`src/rtl/fb_divider_pkg.sv`:
```
package fb_divider_pkg;
  localparam int unsigned FBD_WIDTH  = 14;
  localparam int unsigned FBD_OFFSET = 856;
endpackage

```
`src/rtl/fbd_offset_adder.sv`:
```
module fbd_offset_adder #(
  parameter int unsigned W      = 14,
  parameter int unsigned OFFSET = 856
) (
  input  logic [W-1:0] n_word,
  input  logic         add_off_n,
  output logic [W-1:0] reload,
  output logic         carry
);
  localparam logic [W:0] OFF_EXT = (W+1)'(OFFSET);
  localparam logic [W:0] ONE_EXT = (W+1)'(1);

  logic [W:0] sum_ext;
  logic [W-1:0] sum_trunc;

  always_comb begin
    sum_ext   = {1'b0, n_word} + (add_off_n ? '0 : OFF_EXT);
    sum_trunc = sum_ext[W-1:0];
    carry     = sum_ext[W];
    // Counter reloads with E-1; E of 0 or 1 clamps to divide-by-1
    if ({1'b0, sum_trunc} <= ONE_EXT) reload = '0;
    else                              reload = sum_trunc - 1'b1;
  end
endmodule

```
`src/rtl/fbd_down_counter.sv`:
```
module fbd_down_counter #(
  parameter int unsigned W = 14
) (
  input  logic         clk,
  input  logic         rst,
  input  logic [W-1:0] reload,
  output logic         at_zero
);
  logic [W-1:0] cnt_q;

  assign at_zero = (cnt_q == '0);

  always_ff @(posedge clk) begin
    if (rst)          cnt_q <= '0;
    else if (at_zero) cnt_q <= reload;
    else              cnt_q <= cnt_q - 1'b1;
  end
endmodule

```
`src/rtl/fbd_pulse_reg.sv`:
```
module fbd_pulse_reg (
  input  logic clk,
  input  logic rst,
  input  logic fire,
  input  logic carry_in,
  output logic pulse_q,
  output logic wrap_q
);
  always_ff @(posedge clk) begin
    if (rst) begin
      pulse_q <= 1'b0;
      wrap_q  <= 1'b0;
    end else begin
      pulse_q <= fire;
      if (fire) wrap_q <= carry_in;
    end
  end
endmodule

```
`src/rtl/fb_divider.sv`:
```
module fb_divider
  import fb_divider_pkg::*;
#(
  parameter int unsigned W      = FBD_WIDTH,
  parameter int unsigned OFFSET = FBD_OFFSET
) (
  input  logic         clk,
  input  logic         rst,
  input  logic [W-1:0] n_prog,
  input  logic         tx_rx,
  output logic         fv_pulse,
  output logic         sum_wrap
);
  logic [W-1:0] reload_val;
  logic         sum_carry;
  logic         cnt_zero;

  fbd_offset_adder #(.W(W), .OFFSET(OFFSET)) u_add (
    .n_word    (n_prog),
    .add_off_n (tx_rx),
    .reload    (reload_val),
    .carry     (sum_carry)
  );

  fbd_down_counter #(.W(W)) u_cnt (
    .clk     (clk),
    .rst     (rst),
    .reload  (reload_val),
    .at_zero (cnt_zero)
  );

  fbd_pulse_reg u_out (
    .clk      (clk),
    .rst      (rst),
    .fire     (cnt_zero),
    .carry_in (sum_carry),
    .pulse_q  (fv_pulse),
    .wrap_q   (sum_wrap)
  );
endmodule

```
`config.mk`:
```
export PLATFORM = sky130hd
export DESIGN_NAME = fb_divider
export DESIGN_NICKNAME = d
export VERILOG_FILES = /design/src/rtl/fb_divider_pkg.sv /design/src/rtl/fbd_offset_adder.sv /design/src/rtl/fbd_down_counter.sv /design/src/rtl/fbd_pulse_reg.sv /design/src/rtl/fb_divider.sv
export SDC_FILE = /design/constraint.sdc
export NUM_CORES = 1
export LEC_CHECK = 0
export BUFFER_PORTS_ARGS = -buffer_cell sky130_fd_sc_hd__buf_2
export CAP_MARGIN = 20
export CORE_MARGIN = 10
export CORE_UTILIZATION = 45
export DETAILED_ROUTE_END_ITERATION = 12
export GPL_ROUTABILITY_DRIVEN = 1
export HOLD_SLACK_MARGIN = 0.03
export PLACE_DENSITY = 0.6
export SETUP_SLACK_MARGIN = 0.2
export SLEW_MARGIN = 20
export SYNTH_ARGS = -nofsm -noshare
export SYNTH_HDL_FRONTEND = slang
export SYNTH_SLANG_ARGS = --single-unit
```
`constraint.sdc`:
```
create_clock -name clk -period 3.6 [get_ports clk]
set_input_delay 0.72 -clock clk [delete_from_list [all_inputs] [get_ports clk]]
set_output_delay 0.72 -clock clk [all_outputs]
set_load 0.05 [all_outputs]
```
==> impl_metrics.env <==
export IMPL_status="complete, no violations"
export IMPL_tns_ns=0
export IMPL_finalClockSkew_ns=0.00183
export IMPL_remaining_drc_errors=0
export IMPL_p_per_area_nw_per_um2=549
export IMPL_avgSynthCellArea_um2=8.12
export IMPL_io_pins=19
export IMPL_path_class="primary input to flop"
export IMPL_ctsHoldBuffers=0
export IMPL_setup_viol=0
export IMPL_clk_path_buf_depth=2
export IMPL_drv_slew=0
export IMPL_relSlewSlack_pct=65.4
export IMPL_worstPathRequired_ns=3.76
export IMPL_grt_pass1_wl_um=5710
export IMPL_p_int_mw=0.526
export IMPL_synth_seq_area_share_pct=21.2
export IMPL_synth_cells=186
export IMPL_drt_pass1_iter_count=4
export IMPL_grt_util_all_layers_pct=10.9
export IMPL_dp_hpwl_um=2720
export IMPL_power_frac_seq_pct=30.8
export IMPL_p_leak_nw=0.666
export IMPL_utilization_pct=54.0
export IMPL_crit_path_end_kind="flop"
export IMPL_avgViaCountPerCell=5.43
export IMPL_synthFlopType="dfxtp_1"
export IMPL_die_x_um=77.9
export IMPL_placed_cells=245
export IMPL_htree_levels=1
export IMPL_final_cells=249
export IMPL_wl_per_cell_um=13.5
export IMPL_cp_start_kind="primary input"
export IMPL_p_comb_share_pct=56.6
export IMPL_met1_usage_pct=12.2
export IMPL_ys_types=55
export IMPL_p_sw_mw=0.401
export IMPL_antenna_found_initial=0
export IMPL_use_met2_pct=20.6
export IMPL_dieArea_um2=6070
export IMPL_via_count=1353
export IMPL_switching_share_pct=43.3
export IMPL_min_period_ns=3.21
export IMPL_cts_buffers=3
export IMPL_root_buffer="clkbuf_4"
export IMPL_area_delta_synth_final_pct=11.8
export IMPL_clock_latency_ns=0.28
export IMPL_cap_viol_max_count=0
export IMPL_use_met3_pct=0.691
export IMPL_gp_congestion=0.809
export IMPL_initial_core_util_pct=48.3
export IMPL_ys_ff_latch=16
export IMPL_period_share_pct=89.1
export IMPL_cts_sinks=16
export IMPL_first_iter_violations=69
export IMPL_tightest_slew_ns=0.518
export IMPL_rsz0062_at_grt="no"
export IMPL_top_usage_layer="met2"
export IMPL_synth_area_um2=1510
export IMPL_port_buffers=18
export IMPL_final_hold_viol_count=0
export IMPL_synth_most_common_cell="nor2_1"
export IMPL_whs_ns=0.451
export IMPL_die_y_um=77.9
export IMPL_grt_pass1_vias=1324
export IMPL_async_flop_share_pct=0
export IMPL_power_share_clock_pct=12.6
export IMPL_arrival_ns=3.37
export IMPL_rows=20
export IMPL_ant_nets=0
export IMPL_irDropWorstVdd_mv=0.162
export IMPL_grt_max_degree=18
export IMPL_syn_num_nets=212
export IMPL_path_max_fanout=5
export IMPL_placeableCoreArea_um2=3130
export IMPL_synth_top_area_cell="dfxtp_1"
export IMPL_fin_nets=232
export IMPL_hold_class="flop to flop"
export IMPL_overflow=0
export IMPL_clock_fmax_ghz=0.312
export IMPL_layout_drive_gt1_share_pct=21.0
export IMPL_synth_enable_flop_cells=0
export IMPL_yosys_top_cells_count="19 x nor2_1, 16 x dfxtp_1, 13 x a21oi_1, 13 x xnor2_1, 11 x nand2_1"
export IMPL_finalWirelength_um=3370
export IMPL_synth_area_top_cells="dfxtp_1 21%, xnor2_1 7.5%, ha_1 6.6%"
export IMPL_ys_warn_count=0
export IMPL_cts_tree="built"
export IMPL_yosysTopAreaCellShare_pct=21.2
export IMPL_clkTransAtPathRegs_ns=0.09
export IMPL_insertedDiodeCount=0
-- worst max-delay path: stages --
cell and delay [ns]:
buf_2 0.12, inv_1 0.15, ha_2 0.24, inv_1 0.05, fa_1 0.42, and3b_1 0.26
o311ai_1 0.11, a2111o_1 0.45, nor3b_4 0.26, buf_4 0.16, a31oi_1 0.08, o211ai_1 0.24
a31oi_1 0.10
-- worst paths after layout --
| path | start | end | slack, ns | cells past startpoint |
|---|---|---|---|---|
| max | tx_rx | u_cnt.cnt_q[12]$_SDFF_PP0_ | 0.39 | 13 |
| min | u_out.wrap_q$_SDFFE_PP0P_ | u_out.wrap_q$_SDFFE_PP0P_ | 0.45 | 2 |
| max reg2reg | u_cnt.cnt_q[2]$_SDFF_PP0_ | u_cnt.cnt_q[11]$_SDFF_PP0_ | 1.38 | 6 |
| min reg2reg | u_out.wrap_q$_SDFFE_PP0P_ | u_out.wrap_q$_SDFFE_PP0P_ | 0.45 | 2 |
-- layout by cell type (no fill, tap or decap), types with 2 or more instances in the layout --
| cell | netlist | final |
|---|---|---|
| nor2_1 | 19 | 19 |
| buf_2 | 1 | 18 |
| dfxtp_1 | 16 | 16 |
| xnor2_1 | 13 | 13 |
| a21oi_1 | 13 | 13 |
| nand2_1 | 11 | 11 |
| inv_1 | 10 | 10 |
| xor2_1 | 10 | 10 |
| nand3_1 | 8 | 8 |
| nor3_1 | 8 | 8 |
| ha_1 | 8 | 7 |
| a31oi_1 | 5 | 5 |
| nand4_1 | 4 | 4 |
| nand3b_1 | 3 | 3 |
| a211oi_2 | 2 | 3 |
| or2b_1 | 3 | 3 |
| o21ai_0 | 3 | 3 |
| clkbuf_4 | 0 | 3 |
| buf_4 | 0 | 3 |
| nor4_1 | 3 | 2 |
| a211oi_1 | 3 | 2 |
| and3_1 | 2 | 2 |
| and2_1 | 2 | 2 |
| o22ai_1 | 2 | 2 |
| a311oi_1 | 2 | 2 |
| o211ai_1 | 2 | 2 |
-- cell families after synthesis --
group | after synthesis | synth area share [%]
adders and majority gates | 9 | 7.95
and+or+nand+nor | 79 | 30.9
DFF | 16 | 21.2
buffers and inverters | 16 | 5.63
AOI/OAI and AO/OA | 42 | 20.3
xor gates and xnor gates | 23 | 13.3
muxes | 1 | 0.663
-- stage by stage --
step                      setup slack [ns]  total power [mW]  instance area [um^2]
after floorplan                      0.449             0.726                  1510
after global routing                 0.205              1.01                  1690
after detailed placement            0.0615             0.813                  1630
after CTS                            0.357             0.936                  1670
final                                0.394             0.928                  1690
after global placement               0.167             0.807                  1630
-- layout make-up --
class	count	area [um^2]
flip-flops and latches	16	320
repair buffers	21	113
clock buffers	4	36.3
inverters	10	37.5
well taps	44	55.1
multi-input cells	154	1130
fillers	321	1440
-- power groups by stage --
stage	Sequential (mW)	Combinational [mW]	Clock, mW
after detailed placement	0.290	0.523	0
after global routing	0.292	0.593	0.129
after floorplan	0.290	0.436	0
after global placement	0.286	0.521	0
final	0.286	0.525	0.117
after CTS	0.286	0.529	0.122
-- what timing repair did --
action | CTS | global route
buffers inserted | 0 | 0
setup endpoints to repair | 0 | 12
gates resized for setup | 0 | 4
-- state kept, by name (all words and copies together) (netlist names) --
register and cells:
u_out.wrap_q 1, u_cnt.cnt_q 14, u_out.pulse_q 1
-- layer usage --
layer / routed length, um / vias up
met4: 41 / 0
li1: - / 718
met3: 81 / 2
met2: 1740 / 19
met1: 1510 / 614
met5: 0 / -
Note: power is estimated with default switching activity, not from simulation.
